**src/rtl/lldf_pkg.sv**
```systemverilog
package lldf_pkg;
  localparam int DESC_WORDS = 8;
  localparam int WIDX_W     = $clog2(DESC_WORDS);
  localparam int ALIGN_BITS = $clog2(DESC_WORDS * 4);

  localparam int W_LINK  = 0;
  localparam int W_COUNT = 4;
  localparam int W_SRC   = 5;
  localparam int W_DST   = 6;
  localparam int W_CTRL  = 7;

  localparam int CTRL_EN_BIT    = 0;
  localparam int CTRL_NODE_BIT  = 1;
  localparam int LINK_CHAIN_BIT = 1;

  typedef enum logic [1:0] {ST_IDLE, ST_LAUNCH, ST_MOVE, ST_FETCH} lldf_state_t;

  typedef enum logic [2:0] {
    SEL_LINK  = 3'd0,
    SEL_COUNT = 3'd1,
    SEL_SRC   = 3'd2,
    SEL_DST   = 3'd3,
    SEL_CTRL  = 3'd4
  } lldf_sel_t;

  // Aligned descriptor address from a link word.
  function automatic logic [31:0] desc_base(input logic [31:0] link);
    return link & ~(32'((1 << ALIGN_BITS) - 1));
  endfunction

  // Byte address of word idx inside a descriptor.
  function automatic logic [31:0] word_addr(input logic [31:0] base,
                                            input logic [WIDX_W-1:0] idx);
    return base + (32'(idx) << 2);
  endfunction

  function automatic logic link_continues(input logic [31:0] link);
    return link[LINK_CHAIN_BIT];
  endfunction
endpackage

```
**src/rtl/lldf_regs.sv**
```systemverilog
module lldf_regs
  import lldf_pkg::*;
#(
  parameter int CNT_W      = 16,
  parameter int STEP_BYTES = 8
) (
  input  logic              clk,
  input  logic              rst_n,
  input  logic              host_we,
  input  logic [2:0]        host_sel,
  input  logic [31:0]       host_wdata,
  input  logic              idle,
  input  logic              fw_we,
  input  logic [WIDX_W-1:0] fw_idx,
  input  logic [31:0]       fw_data,
  input  logic              step,
  input  logic              chain_end,
  output logic [31:0]       link,
  output logic [CNT_W-1:0]  cnt,
  output logic [31:0]       src,
  output logic [31:0]       dst,
  output logic [31:0]       ctrl
);
  localparam logic [CNT_W-1:0] STEP_V = CNT_W'(STEP_BYTES);

  always_ff @(posedge clk or negedge rst_n) begin
    if (!rst_n) begin
      link <= '0;
      cnt  <= '0;
      src  <= '0;
      dst  <= '0;
      ctrl <= '0;
    end else begin
      if (step) cnt <= (cnt > STEP_V) ? cnt - STEP_V : '0;
      if (host_we && idle) begin
        case (host_sel)
          SEL_LINK:  link <= host_wdata;
          SEL_COUNT: cnt  <= host_wdata[CNT_W-1:0];
          SEL_SRC:   src  <= host_wdata;
          SEL_DST:   dst  <= host_wdata;
          SEL_CTRL:  ctrl[31:1] <= host_wdata[31:1];
          default: ;
        endcase
      end
      if (host_we && host_sel == SEL_CTRL) ctrl[CTRL_EN_BIT] <= host_wdata[CTRL_EN_BIT];
      if (fw_we) begin
        case (int'(fw_idx))
          W_LINK:  link <= fw_data;
          W_COUNT: cnt  <= fw_data[CNT_W-1:0];
          W_SRC:   src  <= fw_data;
          W_DST:   dst  <= fw_data;
          W_CTRL:  ctrl[31:1] <= fw_data[31:1];
          default: ;
        endcase
      end
      if (chain_end) ctrl[CTRL_EN_BIT] <= 1'b0;
    end
  end


  frozen_src_chk: assert property (@(posedge clk) disable iff (!rst_n)
    (!idle && !fw_we) |=> $stable(src));
endmodule

```
**src/rtl/lldf_fetch.sv**
```systemverilog
module lldf_fetch
  import lldf_pkg::*;
(
  input  logic              clk,
  input  logic              rst_n,
  input  logic              begin_fetch,
  input  logic [31:0]       link,
  input  logic              allow,
  input  logic              mem_rvalid,
  input  logic [31:0]       mem_rdata,
  output logic              mem_req,
  output logic [31:0]       mem_addr,
  output logic              fw_we,
  output logic [WIDX_W-1:0] fw_idx,
  output logic [31:0]       fw_data,
  output logic              fetch_last
);
  logic [31:0]       base;
  logic [WIDX_W-1:0] idx;
  logic              outstanding;

  assign mem_req    = allow && !outstanding;
  assign mem_addr   = word_addr(base, idx);
  assign fw_we      = mem_rvalid && outstanding;
  assign fw_idx     = idx;
  assign fw_data    = mem_rdata;
  assign fetch_last = fw_we && (idx == WIDX_W'(DESC_WORDS - 1));

  always_ff @(posedge clk or negedge rst_n) begin
    if (!rst_n) begin
      base        <= '0;
      idx         <= '0;
      outstanding <= 1'b0;
    end else if (begin_fetch) begin
      base        <= desc_base(link);
      idx         <= '0;
      outstanding <= 1'b0;
    end else begin
      if (mem_req) outstanding <= 1'b1;
      if (fw_we) begin
        outstanding <= 1'b0;
        idx         <= idx + 1'b1;
      end
    end
  end


  one_read_chk: assert property (@(posedge clk) disable iff (!rst_n)
    mem_req |=> !mem_req);
endmodule

```
**src/rtl/lldf_seq.sv**
```systemverilog
module lldf_seq
  import lldf_pkg::*;
(
  input  logic        clk,
  input  logic        rst_n,
  input  logic        host_we,
  input  logic [2:0]  host_sel,
  input  logic        host_en_bit,
  input  logic        enable,
  input  logic        node_flag,
  input  logic [31:0] link,
  input  logic        mv_done,
  input  logic        fetch_last,
  output lldf_state_t state,
  output logic        mv_start,
  output logic        begin_fetch,
  output logic        chain_end,
  output logic        node_irq,
  output logic        chain_irq,
  output logic        busy,
  output logic        idle
);
  logic go, move_done;

  assign go          = host_we && (host_sel == SEL_CTRL) && host_en_bit && (state == ST_IDLE);
  assign move_done   = (state == ST_MOVE) && mv_done;
  assign begin_fetch = move_done && link_continues(link);
  assign chain_end   = move_done && !link_continues(link);
  assign mv_start    = (state == ST_LAUNCH) && enable;
  assign busy        = enable && (state != ST_IDLE);
  assign idle        = (state == ST_IDLE);

  always_ff @(posedge clk or negedge rst_n) begin
    if (!rst_n) begin
      state     <= ST_IDLE;
      node_irq  <= 1'b0;
      chain_irq <= 1'b0;
    end else begin
      node_irq  <= move_done && node_flag;
      chain_irq <= chain_end;
      case (state)
        ST_IDLE:   if (go) state <= ST_LAUNCH;
        ST_LAUNCH: if (enable) state <= ST_MOVE;
        ST_MOVE:   if (move_done) state <= link_continues(link) ? ST_FETCH : ST_IDLE;
        ST_FETCH:  if (fetch_last) state <= ST_LAUNCH;
        default:   state <= ST_IDLE;
      endcase
    end
  end


  start_pulse_chk: assert property (@(posedge clk) disable iff (!rst_n)
    mv_start |=> !mv_start);

  chain_evt_chk: assert property (@(posedge clk) disable iff (!rst_n)
    chain_irq |-> ($past(mv_done) && !busy));

  node_evt_chk: assert property (@(posedge clk) disable iff (!rst_n)
    node_irq |-> $past(mv_done));

  pause_hold_chk: assert property (@(posedge clk) disable iff (!rst_n)
    (state == ST_LAUNCH && !enable) |=> (state == ST_LAUNCH));
endmodule

```
**src/rtl/lldf_top.sv**
```systemverilog
module lldf_top
  import lldf_pkg::*;
#(
  parameter int CNT_W      = 16,
  parameter int STEP_BYTES = 8
) (
  input  logic             clk,
  input  logic             rst_n,
  input  logic             reg_we,
  input  logic [2:0]       reg_sel,
  input  logic [31:0]      reg_wdata,
  output logic             mem_req,
  output logic [31:0]      mem_addr,
  input  logic             mem_rvalid,
  input  logic [31:0]      mem_rdata,
  output logic             mv_start,
  output logic [31:0]      mv_src,
  output logic [31:0]      mv_dst,
  output logic [31:0]      mv_ctrl,
  input  logic             mv_done,
  input  logic             mv_step,
  output logic             node_irq,
  output logic             chain_irq,
  output logic             busy,
  output logic [31:0]      cur_link,
  output logic [CNT_W-1:0] cur_count
);
  lldf_state_t       state;
  logic              idle, begin_fetch, chain_end, fetch_last, fetch_allow;
  logic              fw_we;
  logic [WIDX_W-1:0] fw_idx;
  logic [31:0]       fw_data;
  logic [31:0]       link, ctrl;

  assign fetch_allow = (state == ST_FETCH) && ctrl[CTRL_EN_BIT];
  assign mv_ctrl     = ctrl;
  assign cur_link    = link;

  lldf_regs #(.CNT_W(CNT_W), .STEP_BYTES(STEP_BYTES)) u_regs (
    .clk(clk), .rst_n(rst_n),
    .host_we(reg_we), .host_sel(reg_sel), .host_wdata(reg_wdata),
    .idle(idle), .fw_we(fw_we), .fw_idx(fw_idx), .fw_data(fw_data),
    .step(mv_step), .chain_end(chain_end),
    .link(link), .cnt(cur_count), .src(mv_src), .dst(mv_dst), .ctrl(ctrl)
  );

  lldf_fetch u_fetch (
    .clk(clk), .rst_n(rst_n),
    .begin_fetch(begin_fetch), .link(link), .allow(fetch_allow),
    .mem_rvalid(mem_rvalid), .mem_rdata(mem_rdata),
    .mem_req(mem_req), .mem_addr(mem_addr),
    .fw_we(fw_we), .fw_idx(fw_idx), .fw_data(fw_data), .fetch_last(fetch_last)
  );

  lldf_seq u_seq (
    .clk(clk), .rst_n(rst_n),
    .host_we(reg_we), .host_sel(reg_sel), .host_en_bit(reg_wdata[CTRL_EN_BIT]),
    .enable(ctrl[CTRL_EN_BIT]), .node_flag(ctrl[CTRL_NODE_BIT]), .link(link),
    .mv_done(mv_done), .fetch_last(fetch_last),
    .state(state), .mv_start(mv_start), .begin_fetch(begin_fetch),
    .chain_end(chain_end), .node_irq(node_irq), .chain_irq(chain_irq),
    .busy(busy), .idle(idle)
  );


  paused_no_read_chk: assert property (@(posedge clk) disable iff (!rst_n)
    !busy |-> !mem_req);
endmodule

```
**config.mk**
```make
export PLATFORM = sky130hd
export DESIGN_NAME = lldf_top
export DESIGN_NICKNAME = d
export VERILOG_FILES = /design/src/rtl/lldf_pkg.sv /design/src/rtl/lldf_regs.sv /design/src/rtl/lldf_fetch.sv /design/src/rtl/lldf_seq.sv /design/src/rtl/lldf_top.sv
export SDC_FILE = /design/constraint.sdc
export NUM_CORES = 1
export LEC_CHECK = 0
export ABC_AREA = 0
export BUFFER_PORTS_ARGS = -buffer_cell sky130_fd_sc_hd__buf_2
export CAP_MARGIN = 20
export CELL_PAD_IN_SITES_DETAIL_PLACEMENT = 0
export CELL_PAD_IN_SITES_GLOBAL_PLACEMENT = 1
export CORE_MARGIN = 3
export CORE_UTILIZATION = 42
export DETAILED_ROUTE_END_ITERATION = 6
export HOLD_SLACK_MARGIN = 0.06
export PLACE_DENSITY_LB_ADDON = 0.1
export SLEW_MARGIN = 40
export SYNTH_ARGS = -nofsm -noshare
export SYNTH_HDL_FRONTEND = slang
export SYNTH_SLANG_ARGS = --single-unit
```
**constraint.sdc**
```tcl
create_clock -name clk -period 5 [get_ports clk]
set_input_delay 0.25 -clock clk [delete_from_list [all_inputs] [get_ports clk]]
set_output_delay 0.25 -clock clk [all_outputs]
set_load 0.1 [all_outputs]
```
### Yosys cells after proc, flatten, opt, wreduce, memory -nomap -nowiden

Index checks and enable logic that the tools add are counted.
W data, S select, Z words.

* output and inout port bits: 181
* flip-flop bits (word level): 179

* multiplexer cells: 35
* order comparisons: 1
* equal/unequal tests: 15
* add/subtract/negate cells: 3
* reductions and logical operators: 24

Operators by type and width (number)
* $mux W32: 12
* $mux W31: 4
* $mux W16: 6
* $add A32 B5 Y32: 1
* $gt A16 B4 Y1 const B: 1
* $sub A16 B4 Y16 const B: 1
* $eq A3 B3 Y1 const B: 5
* $logic_and A1 B1 Y1: 14
* $mux W2: 5
* $pmux W2 S4: 1
* $eq A3 B2 Y1 const B: 2
* $logic_not A3 Y1: 2
* $mux W3: 2
* $reduce_bool A2 Y1: 3
* $mux W1: 5
* $eq A2 B2 Y1 const B: 2
* $ne A2 B1 Y1 const B: 2
* $ne A2 B2 Y1 const B: 2
* $reduce_and A4 Y1: 1
* $add A3 B1 Y3 const B: 1
* $eq A3 B1 Y1 const B: 1
* $reduce_bool A3 Y1: 1
* $eq A2 B1 Y1 const B: 1
* $logic_not A1 Y1: 2
* $logic_not A2 Y1: 1

### Depth between registers and ports, before layout

* depth in word-level cells: 7
* depth in mapped cells: 10
* mapped depth without buffers: 7

### Hierarchy

Synthesis repeated with hierarchy kept, for this count alone.

* cells, all modules: 825
* area total of the unflattened synthesis: 8765.9 µm²

By module, submodules not included
* lldf_regs: area each 6982.9 µm², cells each 681, times used 1, seq. area each 3603.5 µm²
* lldf_fetch: area each 1506.4 µm², cells each 115, times used 1, seq. area each 775.7 µm²
* lldf_seq: area each 270.3 µm², cells each 28, times used 1, seq. area each 100.1 µm²
* lldf_top: area each 6.3 µm², cells each 1, times used 1, seq. area each 0.0 µm²

### Worst setup path before layout

No wires, ideal clock.

* path type: flip-flop to flip-flop
* from: register u_regs.cnt[3]
* to: register u_regs.cnt[7]
* path slack: 2.646 ns
* period minus slack after synthesis: 2.354 ns
* arrival: 2.217 ns
* path buffers: 1
* required time: 4.863 ns
* library setup time: 0.137 ns
* cell stages (with the launch flop): 9
* cells stage by stage: dfrtp_1 inv_1 ha_1 and3b_1 clkbuf_1 nor2b_1 xor2_1 a22oi_2 a21oi_1

* cells in the longest elaborated chain, start to end: 7
* elaborated cells between the ends (all ways): 8
* those cells by class: add/sub (1); order compare (1); mux (6)

Ends and longest elaborated chain
* start, declared: line lldf_regs.sv:19 `output logic [CNT_W-1:0] cnt,`
* start signal, assigned: line lldf_regs.sv:34 `if (step) cnt <= (cnt > STEP_V) ? cnt - STEP_V : '0;`
* start signal, assigned: line lldf_regs.sv:38 `SEL_COUNT: cnt <= host_wdata[CNT_W-1:0];`
* start signal, assigned: line lldf_regs.sv:49 `W_COUNT: cnt <= fw_data[CNT_W-1:0];`
* $sub A16 B4 Y16 / $gt A16 B4 Y1 (equally long branches): line lldf_regs.sv:34
* $mux W16 * (2 in series): line lldf_regs.sv:34
* $mux W16: line lldf_regs.sv:36 `case (host_sel)`
* $mux W16 *: line lldf_regs.sv:35 `if (host_we && idle) begin`
* $mux W16: line lldf_regs.sv:47 `case (int'(fw_idx))`
* $mux W16 *: line lldf_regs.sv:46 `if (fw_we) begin`

Every way passes the cells marked *; elsewhere a longest branch is shown, timed or not.
A chain may end at the register's enable or synchronous reset.

### Worst setup path in the final report

* from: register u_seq.state[0]
* to: register u_regs.dst[18]

* cells in the longest elaborated chain, start to end: 5

Ends and longest elaborated chain
* start, declared: line lldf_seq.sv:14 `output lldf_state_t state,`
* start signal, assigned: line lldf_seq.sv:44 `ST_MOVE: if (move_done) state <= link_continues(link) ? ST_FETCH : ST_IDLE;`
* $logic_not A2 Y1 *: line lldf_seq.sv:31 `assign idle = (state == ST_IDLE);`
* $logic_and A1 B1 Y1 *: line lldf_regs.sv:35
* $mux W32 *: line lldf_regs.sv:35
* $mux W32: line lldf_regs.sv:47
* $mux W32 *: line lldf_regs.sv:46
* end signal, assigned: line lldf_regs.sv:40 `SEL_DST: dst <= host_wdata;`
* end signal, assigned: line lldf_regs.sv:51 `W_DST: dst <= fw_data;`
* end, declared: line lldf_regs.sv:21 `output logic [31:0] dst,`

Marks and branches as above.

==> key figures <==
Outcome
  – Status: complete, no violations

Floorplan
  – Ports: 254
  – Starting Density: 43.07%
  – Cell Rows: 51
  – Die Ht: 148.0 um
  – CORE AREA: a little under 20000 um^2
  – Die area: 21890 um^2
  – Die W: 148.0 um

Global route
  – Initial antenna violation count: 1
  – Largest net degree at the start of global routing: 99
  – Overall Global Routing Usage: 22.60%
  – GRT Residual Overflow: 0
  – First-pass GRT wire length: between 30 and 40 mm
  – Vias in the first global route: around 6800

Clock network
  – Clock sink total: 179
  – Clock latency at the later pin of the worst-skew pair: 0.43 ns
  – Postcts setup bufs: 0
  – Root Buffer: clkbuf_16
  – Maximum clock insertion buffer count: 2
  – CTS resizes: 0
  – TritonCTS clock tree: built
  – Worst-path clk slew: 0.08 ns
  – H-tree levels: 4
  – Clock buffer count from CTS: 17
  – CTS Hold Bufs: 1

STA
  – Worst-Margin Slew: 0.7754 ns
  – RSZ-0062 raised after global routing: no
  – Worst-case clock skew: around 0.0096 ns
  – Setup violators final: 0
  – TNS Setup: 0 ns
  – Final hold vios: 0
  – Hold_ws: 0.07424 ns
  – Final Max Tran Viols: 0
  – Period utilisation layout: 49.05%
  – Slew headroom: 48.31%
  – Fmax: 0.4077 GHz
  – Tmin final: 2.453 ns

Setup path
  – Critical Path RT: 5.29 ns
  – Critical path launch point type: flip-flop
  – Worst-path maximum fanout: 19
  – CP endpoint kind: flip-flop
  – Worst EP arrival: 2.74 ns
  – Crit Path Class: flip-flop to flip-flop

Place
  – Buffers on Ports: between 200 and 300
  – GPL Wtd Cong: between 0.7 and 0.8
  – DPL Wire Length: approximately 17 mm

Finish
  – Most frequent cells in the layout: 250 x buf_2, 179 x dfrtp_1, 127 x mux2i_1, 126 x nand2_1, 121 x nor2_1
  – Most common library cell in the layout ignoring fill and taps: buf_2
  – Area Overhead vs Synth: 24.69%
  – Layout cell share with drive strength beyond 1: between 20% and 30%
  – Diodes inserted: 0
  – Final Core Density: 53.70%
  – Final #Nets: ~1200
  – # fillers: 1923

Synth
  – Main combinational cell family by area after synthesis: multiplexers
  – Post-synth EDFFs: 0
  – Synth area leader: dfrtp_1
  – Mapped Cells: 855
  – Synthesized area: roughly 8500 um^2
  – Distinct cell type count after synthesis: 41
  – Top-area cell type share of the netlist area: a little over half
  – Fraction of registers with async set or reset after synthesis: 100.0%
  – Avg Inst Size Synth: 9.900 um^2
  – Synth Area in Adders: 1.478%
  – Synth area leaders: dfrtp_1 53%, mux2i_1 15%, a21oi_1 6.7%
  – Synth Register Bits: 179
  – Post-synthesis sequential area ratio: 52.92%
  – Mux contribution to synthesized area: 15.02%
  – Simple-Gate Fraction of Synth Area: 14.13%
  – Ys Warns: 0
  – Compound-Gate Fraction of Synth Area: 11.66%
  – Most common flop cell mapped by yosys: dfrtp_1
  – Post-synthesis xor/xnor area fraction: 1.138%

Detailed routing
  – Initial DRT Pass Iterations: 5
  – DR iter-0 viols: 283
  – Wirelength per Cell: 18.10 um
  – DRC: 0
  – WL final: 24.65 mm
  – Via density: 5.092
  – Post-DRT Antenna Nets: 0
  – Overall via count from detail_route: 6935

Hold path
  – Worst min-delay path class: primary input to flip-flop

Flow run
  – Max-cap viol count: 0
==> path summary, 6_finish.rpt <==
| path | startpoint | end | slack (ns) | cells past startpoint |
|---|---|---|---|---|
| min in group asynchronous | rst_n | u_regs.dst[8]$_DFF_PN0_ | 0.46 | 2 |
| max in group asynchronous | rst_n | u_regs.src[24]$_DFF_PN0_ | 3.44 | 3 |
| setup reg to reg | u_seq.state[0]$_DFFE_PN0P_ | u_regs.dst[18]$_DFF_PN0_ | 2.55 | 7 |
| setup / recovery | u_seq.state[0]$_DFFE_PN0P_ | u_regs.dst[18]$_DFF_PN0_ | 2.55 | 7 |
| hold reg to reg | u_fetch.base[9]$_DFFE_PN0P_ | u_fetch.base[9]$_DFFE_PN0P_ | 0.47 | 2 |
| hold / removal | mem_rdata[27] | u_regs.ctrl[27]$_DFF_PN0_ | 0.07 | 3 |
==> logic make-up after synthesis <==
group / Yosys count
AND/OR/NAND/NOR: 288
flip-flops: 179
AO/OA/AOI/OAI: 172
multiplexers: 127
buffers and inverters: 67
XOR/XNOR: 11
adder cells (fa/ha/maj): 10
other: 1
==> stage by stage <==
stage,cells,setup slack [ns],cell area [um^2]
3_3_place_gp,1326,2.485,9899
3_5_place_dp,1329,2.544,9927
6_report,1362,2.547,10550
5_1_grt,1362,2.348,10550
2_1_floorplan,856,2.646,8468
4_1_cts,1362,2.530,10550
==> final cells by class <==
| type | instances | area, um^2 | area share (%) |
|---|---|---|---|
| Sequential cell | 179 | 4479 | 42.44 |
| Clock inverter | 14 | 168.9 | 1.600 |
| Timing Repair Buffer | 266 | 1381 | 13.09 |
| Inverter | 10 | 37.54 | 0.3557 |
| Tap cell | 265 | 331.6 | 3.142 |
| Clock buffer | 18 | 439.2 | 4.161 |
| Multi-Input combinational cell | 610 | 3716 | 35.21 |
==> flip-flops by register name, indices dropped and copies added, names as in the netlist <==
| signal | count |
|---|---|
| u_regs.dst | 32 |
| u_seq.node_irq | 1 |
| u_seq.state | 2 |
| u_fetch.base | 27 |
| u_regs.src | 32 |
| u_regs.ctrl | 32 |
| u_regs.cnt | 16 |
| u_fetch.outstanding | 1 |
| u_regs.link | 32 |
| u_fetch.fw_idx | 3 |
| u_seq.chain_irq | 1 |
==> metal layers <==
metal | wire length, um | part of all wire, % | vias to the layer above | track usage (%)
li1 | - | - | 3384 | -
met1 | 10850 | 44 | 3352 | 30.16
met2 | 12030 | 49 | 174 | 37.57
met3 | 1457 | 5.9 | 23 | 5.303
met4 | 305 | 1.2 | 2 | 5.450
met5 | 7 | 0.028 | - | 0
==> cell usage after synthesis, types with 2 or more instances <==
cell type  instances
a22oi_2            9
a22oi_1            4
xnor2_1            9
nand4b_1           2
and3_1             3
xor2_1             2
buf_2             10
inv_1             10
o22ai_1            3
nand4_1            7
and3b_1            3
o21ai_0           34
ha_1              10
nor3_1             6
clkbuf_1          38
nand3_1            8
dfrtp_1          179
nand2_1          127
nor2b_1            3
a21oi_1          114
mux2i_1          127
buf_4              7
nor2_1           121
buf_6              2
==> critical path: stages, from the launching register on <==
cell and delay [ns]:
dfrtp_1 0.41, inv_1 0.11, ha_1 0.23, and3b_1 0.29
nand3_2 0.49, buf_4 0.48, mux2i_1 0.21, a21oi_1 0.08
Power is not shown: default switching activity piles up to over one toggle a cycle in this logic, so the estimate is an artifact.
